`src/rtl/adci2c_pkg.sv`:
```
package adci2c_pkg;

    localparam int BYTE_W   = 8;
    localparam int SEL_BITS = 4;
    localparam int PWR_BITS = 2;

    localparam logic [4:0] DEV_ID  = 5'b10010;
    localparam logic [4:0] HS_CODE = 5'b00001;

    typedef enum logic [2:0] {
        S_IDLE,
        S_ADDR,
        S_CMD,
        S_ACK,
        S_HOLD,
        S_TX,
        S_MACK,
        S_SKIP
    } link_state_t;

    typedef enum logic {
        GO_CMD,
        GO_TX
    } ack_next_t;

    typedef struct packed {
        logic scl;
        logic sda;
        logic scl_rise;
        logic scl_fall;
        logic start;
        logic stop;
    } bus_ev_t;

    function automatic logic addr_hit(input logic [BYTE_W-1:0] b, input logic [1:0] pins);
        return (b[7:3] == DEV_ID) && (b[2:1] == pins);
    endfunction

    function automatic logic is_hs_code(input logic [BYTE_W-1:0] b);
        return b[7:3] == HS_CODE;
    endfunction

endpackage

```
`src/rtl/adci2c_bus_sync.sv`:
```
module adci2c_bus_sync
    import adci2c_pkg::*;
#(
    parameter int STAGES = 2
) (
    input  logic    clk,
    input  logic    rst,
    input  logic    scl_i,
    input  logic    sda_i,
    output bus_ev_t ev_o
);
    logic [STAGES-1:0] scl_pipe;
    logic [STAGES-1:0] sda_pipe;
    logic              scl_q;
    logic              sda_q;
    logic              scl_s;
    logic              sda_s;

    always_ff @(posedge clk) begin
        if (rst) begin
            scl_pipe <= '1;
            sda_pipe <= '1;
            scl_q    <= 1'b1;
            sda_q    <= 1'b1;
        end else begin
            scl_pipe <= {scl_pipe[STAGES-2:0], scl_i};
            sda_pipe <= {sda_pipe[STAGES-2:0], sda_i};
            scl_q    <= scl_s;
            sda_q    <= sda_s;
        end
    end

    assign scl_s = scl_pipe[STAGES-1];
    assign sda_s = sda_pipe[STAGES-1];

    always_comb begin
        ev_o.scl      = scl_s;
        ev_o.sda      = sda_s;
        ev_o.scl_rise = scl_s & ~scl_q;
        ev_o.scl_fall = ~scl_s & scl_q;
        ev_o.start    = scl_s & scl_q & sda_q & ~sda_s;
        ev_o.stop     = scl_s & scl_q & ~sda_q & sda_s;
    end
endmodule

```
`src/rtl/adci2c_conv_stub.sv`:
```
module adci2c_conv_stub
    import adci2c_pkg::*;
#(
    parameter int LATENCY = 300
) (
    input  logic              clk,
    input  logic              rst,
    input  logic              start_i,
    input  logic [BYTE_W-1:0] sample_i,
    output logic              busy_o,
    output logic [BYTE_W-1:0] data_o
);
    localparam int CW = $clog2(LATENCY + 1);

    logic [CW-1:0]     cnt;
    logic [BYTE_W-1:0] held;

    always_ff @(posedge clk) begin
        if (rst) begin
            cnt    <= '0;
            held   <= '0;
            busy_o <= 1'b0;
            data_o <= '0;
        end else if (start_i) begin
            cnt    <= CW'(LATENCY);
            held   <= sample_i;
            busy_o <= 1'b1;
        end else if (busy_o) begin
            cnt <= cnt - CW'(1);
            if (cnt == CW'(1)) begin
                busy_o <= 1'b0;
                data_o <= held;
            end
        end
    end
endmodule

```
`src/rtl/adci2c_link_ctrl.sv`:
```
module adci2c_link_ctrl
    import adci2c_pkg::*;
(
    input  logic                clk,
    input  logic                rst,
    input  bus_ev_t             ev_i,
    input  logic [1:0]          pins_i,
    input  logic                conv_busy_i,
    input  logic [BYTE_W-1:0]   conv_data_i,
    output logic                sda_pull_o,
    output logic                scl_pull_o,
    output logic                conv_start_o,
    output logic [SEL_BITS-1:0] sel_o,
    output logic [PWR_BITS-1:0] pwr_o,
    output logic                hs_o
);
    localparam int CNT_W = $clog2(BYTE_W + 1);

    link_state_t       state;
    ack_next_t         nxt;
    logic [BYTE_W-1:0] sh;
    logic [BYTE_W-1:0] tx_sh;
    logic [CNT_W-1:0]  cnt;
    logic [1:0]        pins_q;
    logic              mack_q;

    // strap pins are only taken while reset is held
    always_ff @(posedge clk) begin
        if (rst) pins_q <= pins_i;
    end

    always_ff @(posedge clk) begin
        if (rst) begin
            state        <= S_IDLE;
            nxt          <= GO_CMD;
            sh           <= '0;
            tx_sh        <= '0;
            cnt          <= '0;
            mack_q       <= 1'b1;
            conv_start_o <= 1'b0;
            sel_o        <= '0;
            pwr_o        <= '0;
            hs_o         <= 1'b0;
        end else begin
            conv_start_o <= 1'b0;
            if (ev_i.stop) begin
                state <= S_IDLE;
                hs_o  <= 1'b0;
            end else if (ev_i.start) begin
                state <= S_ADDR;
                cnt   <= '0;
            end else begin
                case (state)
                    S_ADDR, S_CMD: begin
                        if (ev_i.scl_rise && cnt < CNT_W'(BYTE_W)) begin
                            sh  <= {sh[BYTE_W-2:0], ev_i.sda};
                            cnt <= cnt + CNT_W'(1);
                            if (state == S_CMD && cnt == CNT_W'(SEL_BITS - 1)) begin
                                conv_start_o <= 1'b1;
                                sel_o        <= {sh[SEL_BITS-2:0], ev_i.sda};
                            end
                        end else if (ev_i.scl_fall && cnt == CNT_W'(BYTE_W)) begin
                            if (state == S_CMD) begin
                                pwr_o <= sh[3:2];
                                nxt   <= GO_CMD;
                                state <= S_ACK;
                            end else if (addr_hit(sh, pins_q)) begin
                                nxt   <= sh[0] ? GO_TX : GO_CMD;
                                state <= S_ACK;
                            end else begin
                                if (is_hs_code(sh)) hs_o <= 1'b1;
                                state <= S_SKIP;
                            end
                        end
                    end
                    S_ACK: begin
                        if (ev_i.scl_fall) begin
                            cnt <= '0;
                            if (nxt == GO_TX) begin
                                if (hs_o && conv_busy_i) begin
                                    state <= S_HOLD;
                                end else begin
                                    tx_sh <= conv_data_i;
                                    state <= S_TX;
                                end
                            end else begin
                                state <= S_CMD;
                            end
                        end
                    end
                    S_HOLD: begin
                        if (!conv_busy_i) begin
                            tx_sh <= conv_data_i;
                            cnt   <= '0;
                            state <= S_TX;
                        end
                    end
                    S_TX: begin
                        if (ev_i.scl_fall) begin
                            if (cnt == CNT_W'(BYTE_W - 1)) begin
                                state <= S_MACK;
                            end else begin
                                tx_sh <= {tx_sh[BYTE_W-2:0], 1'b0};
                                cnt   <= cnt + CNT_W'(1);
                            end
                        end
                    end
                    S_MACK: begin
                        if (ev_i.scl_rise) begin
                            mack_q <= ev_i.sda;
                        end else if (ev_i.scl_fall) begin
                            if (mack_q) begin
                                state <= S_SKIP;
                            end else begin
                                tx_sh <= conv_data_i;
                                cnt   <= '0;
                                state <= S_TX;
                            end
                        end
                    end
                    default: ;
                endcase
            end
        end
    end

    assign sda_pull_o = (state == S_ACK) | ((state == S_TX) & ~tx_sh[BYTE_W-1]);
    assign scl_pull_o = (state == S_HOLD);
endmodule

```
`src/rtl/adc_i2c_frontend.sv`:
```
module adc_i2c_frontend
    import adci2c_pkg::*;
#(
    parameter int SYNC_STAGES = 2,
    parameter int CONV_LAT    = 300
) (
    input  logic                clk,
    input  logic                rst,
    input  logic                scl_i,
    input  logic                sda_i,
    input  logic [1:0]          addr_pin_i,
    input  logic [BYTE_W-1:0]   sample_i,
    output logic                scl_pull_o,
    output logic                sda_pull_o,
    output logic                conv_start_o,
    output logic [SEL_BITS-1:0] conv_sel_o,
    output logic [PWR_BITS-1:0] pwr_sel_o,
    output logic                hs_mode_o
);
    bus_ev_t           bus_ev;
    logic              conv_busy;
    logic [BYTE_W-1:0] conv_data;

    adci2c_bus_sync #(.STAGES(SYNC_STAGES)) u_sync (
        .clk   (clk),
        .rst   (rst),
        .scl_i (scl_i),
        .sda_i (sda_i),
        .ev_o  (bus_ev)
    );

    adci2c_link_ctrl u_ctrl (
        .clk          (clk),
        .rst          (rst),
        .ev_i         (bus_ev),
        .pins_i       (addr_pin_i),
        .conv_busy_i  (conv_busy),
        .conv_data_i  (conv_data),
        .sda_pull_o   (sda_pull_o),
        .scl_pull_o   (scl_pull_o),
        .conv_start_o (conv_start_o),
        .sel_o        (conv_sel_o),
        .pwr_o        (pwr_sel_o),
        .hs_o         (hs_mode_o)
    );

    adci2c_conv_stub #(.LATENCY(CONV_LAT)) u_conv (
        .clk      (clk),
        .rst      (rst),
        .start_i  (conv_start_o),
        .sample_i (sample_i),
        .busy_o   (conv_busy),
        .data_o   (conv_data)
    );
endmodule

```
`config.mk`:
```
export PLATFORM = sky130hd
export DESIGN_NAME = adc_i2c_frontend
export DESIGN_NICKNAME = d
export VERILOG_FILES = /design/src/rtl/adci2c_pkg.sv /design/src/rtl/adci2c_bus_sync.sv /design/src/rtl/adci2c_conv_stub.sv /design/src/rtl/adci2c_link_ctrl.sv /design/src/rtl/adc_i2c_frontend.sv
export SDC_FILE = /design/constraint.sdc
export NUM_CORES = 1
export LEC_CHECK = 0
export ABC_AREA = 1
export BUFFER_PORTS_ARGS = -buffer_cell sky130_fd_sc_hd__buf_2
export CORE_MARGIN = 2
export CORE_UTILIZATION = 55
export DETAILED_ROUTE_END_ITERATION = 16
export PLACE_DENSITY_LB_ADDON = 0.08
export SYNTH_ARGS = -nofsm -noshare
export SYNTH_HDL_FRONTEND = slang
export SYNTH_SLANG_ARGS = --single-unit
```
`constraint.sdc`:
```
create_clock -name clk -period 2.2 [get_ports clk]
set_clock_uncertainty 0.2 [all_clocks]
set_input_delay 0.11 -clock clk [delete_from_list [all_inputs] [get_ports clk]]
set_output_delay 0.11 -clock clk [all_outputs]
set_load 0.005 [all_outputs]
```
---- Word-level counts from Yosys, hierarchy flattened ----
Cells that the tools add are included.
word-level totals
  register bits ........................... 67
  input bits .............................. 14
  output and inout bits ................... 10
  logic and storage cells ................. 151
cells by class
  add/subtract/negate cells ............... 2
  order comparisons ....................... 1
  equal/unequal tests ..................... 36
  mux-type cells .......................... 44
  bitwise operators ....................... 21
  reductions and logical operators ........ 26
operators by type and width
  operator               count
  $mux W8                9
  $mux W4                9
  $mux W3                11
  $pmux W8 S4            1
  $pmux W4 S5            1
  $mux W9                2
  $ne A3 B2 Y1 const B   6
  $reduce_and A9 Y1      2
  $ne A3 B3 Y1 const B   5
  $pmux W3 S5            1
  $ne A2 B1 Y1 const B   6
  $ne A2 B2 Y1 const B   6
  $not A1 Y1             12
  $reduce_and A12 Y1     1
  $reduce_and A6 Y1      2
  $reduce_and A10 Y1     1
  $eq A3 B3 Y1 const B   3
  $eq A9 B1 Y1 const B   1
  $mux W1                9
  $sub A9 B1 Y9 const B  1
  $and A1 B1 Y1          8
  $reduce_and A4 Y1      2
  $reduce_and A7 Y1      1
  $eq A3 B2 Y1 const B   2
  21 further kinds       28

---- Longest topological paths before layout ----
  depth in word-level cells ............... 8
  mapped depth ............................ 11

---- Cells and area by module ----
Synthesis repeated with hierarchy kept, for this count alone.
unflattened totals
  cell total of the unflattened synthesis .. 476
  area, all modules ....................... 3,200.6 um^2
modules (own cells, without submodules)
  module            instances  cells each  area an instance (um^2)
  adci2c_link_ctrl  1          301         1,895.6
  adci2c_conv_stub  1          149         1,092.3
  adci2c_bus_sync   1          26          212.7

---- Worst setup path after synthesis ----
Ideal clock, no wire load.
  path kind ............................... register -> register
  from .................................... register u_ctrl.cnt[0]
  to ...................................... register u_ctrl.tx_sh[0]
  data arrival time ....................... 1.276 ns
  data required time ...................... 1.866 ns
  setup slack ............................. 0.591 ns
  stages on the path, launching flop included .. 8
  buffers on the path ..................... 0
  period minus slack after synthesis ...... 1.609 ns
  path through ............................ dfxtp_1 ha_1 nand3_1 a21oi_2 nor3_4 nand2_4 nand2_1 a21oi_1
on the way
  word-level cells in the longest chain between the ends .. 3
ends and longest elaborated chain
  what                                 line                     text
  from (decl)                          adci2c_link_ctrl.sv:23   logic [CNT_W-1:0] cnt;
  from (signal assigned)               adci2c_link_ctrl.sv:57   cnt <= cnt + CNT_W'(1);
  from (signal assigned)               adci2c_link_ctrl.sv:104  cnt <= cnt + CNT_W'(1);
  $eq A4 B3 Y1                         adci2c_link_ctrl.sv:100  if (cnt == CNT_W'(BYTE_W - 1)) begin
  $ne A2 B2 Y1 (no source line)        n/a
  $reduce_and A12 Y1 (no source line)  n/a
  to (signal assigned)                 adci2c_link_ctrl.sv:93   tx_sh <= conv_data_i;
  to (signal assigned)                 adci2c_link_ctrl.sv:103  tx_sh <= {tx_sh[BYTE_W-2:0], 1'b0};
  to (signal assigned)                 adci2c_link_ctrl.sv:115  tx_sh <= conv_data_i;
  to (decl)                            adci2c_link_ctrl.sv:22   logic [BYTE_W-1:0] tx_sh;
No other way between the ends.
A chain may end at the register's enable or synchronous reset.

---- Worst setup path in the final report ----
  from .................................... register u_ctrl.state[1]
  to ...................................... register u_ctrl.cnt[3]
on the way
  word-level cells in the longest chain between the ends .. 4
  elaborated cells between the ends (all ways) .. 19
  those cells by class .................... eq/ne: 14; mux: 2; reduce/logical: 3
ends and longest elaborated chain
  what                                                                   line                    text
  from (decl)                                                            adci2c_link_ctrl.sv:19  link_state_t state;
  from (signal assigned)                                                 adci2c_link_ctrl.sv:34  state <= S_IDLE;
  from (signal assigned)                                                 adci2c_link_ctrl.sv:47  state <= S_IDLE;
  from (signal assigned)                                                 adci2c_link_ctrl.sv:50  state <= S_ADDR;
  $eq A3 B1 Y1 / $eq A3 B2 Y1 (equally long branches)                    adci2c_link_ctrl.sv:53  case (state)
  $reduce_or A2 Y1                                                       adci2c_link_ctrl.sv:53
  $ne A3 B2 Y1 (no source line), or another cell as far along            n/a
  $reduce_and A10 Y1 (no source line) / $mux W4 (equally long branches)  n/a
Parallel ways exist; a longest one is shown, timed or not.

==> tab_implementation.tex <==
\begin{tabular}{lr}
\hline
Metric & Value \\
\hline
\multicolumn{2}{l}{\textbf{Status}} \\
Status & complete, no violations \\
\multicolumn{2}{l}{\textbf{GRT}} \\
Total global routing track utilization & 23.3\% \\
Largest net degree at the start of global routing & 24 \\
Leftover overflow at the end of global routing & 0 \\
Vias in the first global route & 2606 \\
Wire length of the first global-routing pass & 11400 um \\
Antenna violations before repair & 0 \\
\multicolumn{2}{l}{\textbf{CTS}} \\
\# clock sinks & 67 \\
Clk slew on worst S/H paths & 80 ps \\
Root buffer cell & clkbuf\_8 \\
TritonCTS clock tree & built \\
TritonCTS Buffers & 9 \\
Maximum buffer depth of the clock tree & 2 \\
\# H-tree levels & 3 \\
Clk\_lat worst skew & 350 ps \\
\multicolumn{2}{l}{\textbf{STA}} \\
Final worst-path cycle share & 88.7\% \\
Endpoints failing setup & 0 \\
Setup repair after global routing missed its margin & no \\
Hold Violations, Final & 0 \\
Slew Limit Fails & 0 \\
Maximum frequency from static timing analysis & 0.513 GHz \\
Worst slew margin & 67.7\% \\
Final worst path period need & 1950 ps \\
Final sum of negative setup slack & 0 ps \\
Transition time at the pin with the least slew margin & 484 ps \\
\multicolumn{2}{l}{\textbf{Die}} \\
Die width & 78.6 um \\
Site row count & 27 \\
Initial Utilization & 56.3\% \\
Die area & 6180 um2 \\
Die Span Y & 78.6 um \\
Count of pins on the block boundary & 24 \\
Core region area & 5440 um2 \\
\multicolumn{2}{l}{\textbf{Cells and area}} \\
Share of cells above drive strength 1 & 17.1\% \\
Summed area of non-filler cells in the final layout & 3540 um2 \\
Top library cells by usage in the layout, fill and taps aside & 83 x nand2\_1, 65 x dfxtp\_1, 50 x a21oi\_1 \\
Diodes inserted & 0 \\
Layout net count & 470 \\
Post-layout util & 65.1\% \\
Most common cell after layout, fill and taps aside & nand2\_1 \\
Signed area change from the synthesized netlist to the final layout & 15.7\% \\
\multicolumn{2}{l}{\textbf{Worst setup path}} \\
Worst setup path category & reg -> reg \\
Kind of end point of the critical path & flop \\
CP Max Fanout & 12 \\
Critical Path RT & 2280 ps \\
Worst EP arrival & 2030 ps \\
Kind of start point of the critical path & flop \\
Reg2Reg Depth & 9 \\
\multicolumn{2}{l}{\textbf{Synthesis}} \\
Post-synthesis instance area & 3060 um2 \\
Number of synthesis warnings & 0 \\
Count of flip-flops with a built-in enable after synthesis & 2 \\
Predominant post-synthesis flop cell & dfxtp\_1 \\
Async set-or-reset flop fraction in the synthesized netlist & 0\% \\
Number of synthesized register bits & 67 \\
Synth Instances & 414 \\
Synthesized net count & 432 \\
Library cells used by synthesis & 32 \\
Mapped Avg Cell Area & 7.40 um2 \\
Sequential-to-total area share from yosys stat & 44.5\% \\
\multicolumn{2}{l}{\textbf{Pwr}} \\
Lkg Pwr & 1.52 nW \\
Power Density & 914 nW/um2 \\
Worst VDD drop & 0.551 mV \\
\multicolumn{2}{l}{\textbf{Route}} \\
Routed vias & 2746 \\
Detail Route Antenna Nets & 0 \\
Ratio of routed vias to standard cells & 5.19 \\
Remaining DRCs & 0 \\
Total routed wirelength & 6500 um \\
Routed WL per cell & 12.3 um \\
Number of detailed-routing iterations run before antenna repair & 4 \\
DRT iter0 DRCs & 164 \\
\multicolumn{2}{l}{\textbf{Place}} \\
Standard cell area after detailed placement & 3230 um2 \\
Port bufs & 23 \\
Final Wtd Congestion & 0.935 \\
Dpl hpwl & 4530 um \\
\multicolumn{2}{l}{\textbf{Flow run}} \\
Count of max-cap constraint violations & 0 \\
\multicolumn{2}{l}{\textbf{Hold path}} \\
Number of cells on the worst hold path & 1 \\
Min-delay worst type & reg -> reg \\
\hline
\end{tabular}
[area by class of cell]
cell class              count  area [um2]
multi-input cells         288        1470
well taps                  72        90.1
clock buffers               9         124
clock inverters             7        52.6
inverters                  47         176
flip-flops and latches     67        1360
repair buffers             39         268
fillers                   489        1900
[sequential cells by signal (all words and copies together) (netlist names)]
name,flops
u_conv.busy_o,1
u_conv.cnt,9
u_conv.data_o,8
u_conv.held,8
u_ctrl.cnt,4
u_ctrl.conv_start_o,1
u_ctrl.hs_o,1
u_ctrl.mack_q,1
u_ctrl.nxt,1
u_ctrl.pins_q,2
u_ctrl.pwr_o,2
u_ctrl.sel_o,4
u_ctrl.sh,8
u_ctrl.state,3
u_ctrl.tx_sh,8
u_sync.scl_pipe,2
u_sync.scl_q,1
u_sync.sda_pipe,2
u_sync.sda_q,1
[cell usage after synthesis (4+ instances only)]
cell      count  share of area (%)
nand2_2       7                1.4
a21oi_1      50                8.2
dfxtp_1      65                 43
nor3_1        5               0.82
or2_2         5                1.0
clkbuf_1      8               0.98
nor2_1       39                4.8
ha_1          4                1.6
o21ai_0      35                5.7
nor2_4        4                1.5
nor2_2        5                1.0
nand3_1      24                3.9
nand4_1       6                1.2
inv_1        43                5.3
nand2_1      83                 10
[what timing repair did]
item / in CTS / in global routing
setup buffers: 0 / 0
hold buffers: 13 / 0
hold endpoints to repair: 17 / 0
gates resized for setup: 0 / 0
[metal layers]
metal	vias to the layer above	track usage [%]	part of all wire, %
li1	1428	-	-
met1	1252	28.9	47
met2	54	38.5	48
met3	12	5.52	3.2
met4	0	10.5	1.7
met5	-	0	0
[critical path: stages (launching register included)]
cell and delay [ps]:
dfxtp_1 370, inv_1 150, nand3_2 260, inv_2 250, nor2_2 80, nand2_2 110
nor2_4 50, nor2_4 160, nand3_1 120, a21oi_2 140
[path summary, 6_finish.rpt]
path / from / to / slack, ps
hold / removal: u_sync.scl_pipe[0]$_SDFF_PP1_ / u_sync.scl_pipe[1]$_SDFF_PP1_ / 230
hold reg to reg: u_sync.scl_pipe[0]$_SDFF_PP1_ / u_sync.scl_pipe[1]$_SDFF_PP1_ / 230
setup / recovery: u_ctrl.state[1]$_SDFFE_PP0P_ / u_ctrl.cnt[3]$_SDFFE_PP0P_ / 250
setup reg to reg: u_ctrl.state[1]$_SDFFE_PP0P_ / u_ctrl.cnt[3]$_SDFFE_PP0P_ / 250
[report_power, final]
group | switching, mW | internal [mW] | leakage [nW]
clock network | 0.505 | 0.414 | 0.0896
registers | 0.0793 | 1.28 | 0.545
logic | 0.636 | 0.322 | 0.889
[metrics by stage]
| stage | std cells | setup slack [ps] | total power [mW] | hold slack (ps) |
|---|---|---|---|---|
| after CTS | 529 | 278 | 3.24 | 226 |
| after detailed placement | 500 | 292 | 2.32 | 92.8 |
| after floorplan | 414 | 591 | 2.14 | 8.87 |
| after global routing | 529 | 111 | 3.45 | 240 |
| final | 529 | 249 | 3.24 | 230 |
| after global placement | 500 | 387 | 2.30 | 89.6 |
[logic make-up (layout without fill, tap and decap cells)]
family / Yosys count / after routing / share of synthesized area (%)
fa+ha+maj: 4 / 4 / 1.63
compound gates: 94 / 94 / 16.0
flops: 67 / 67 / 44.5
simple gates: 187 / 187 / 29.5
buf+inv: 59 / 102 / 7.56
xor+xnor: 3 / 3 / 0.858
No activity file was read; power rests on OpenSTA's default activity.
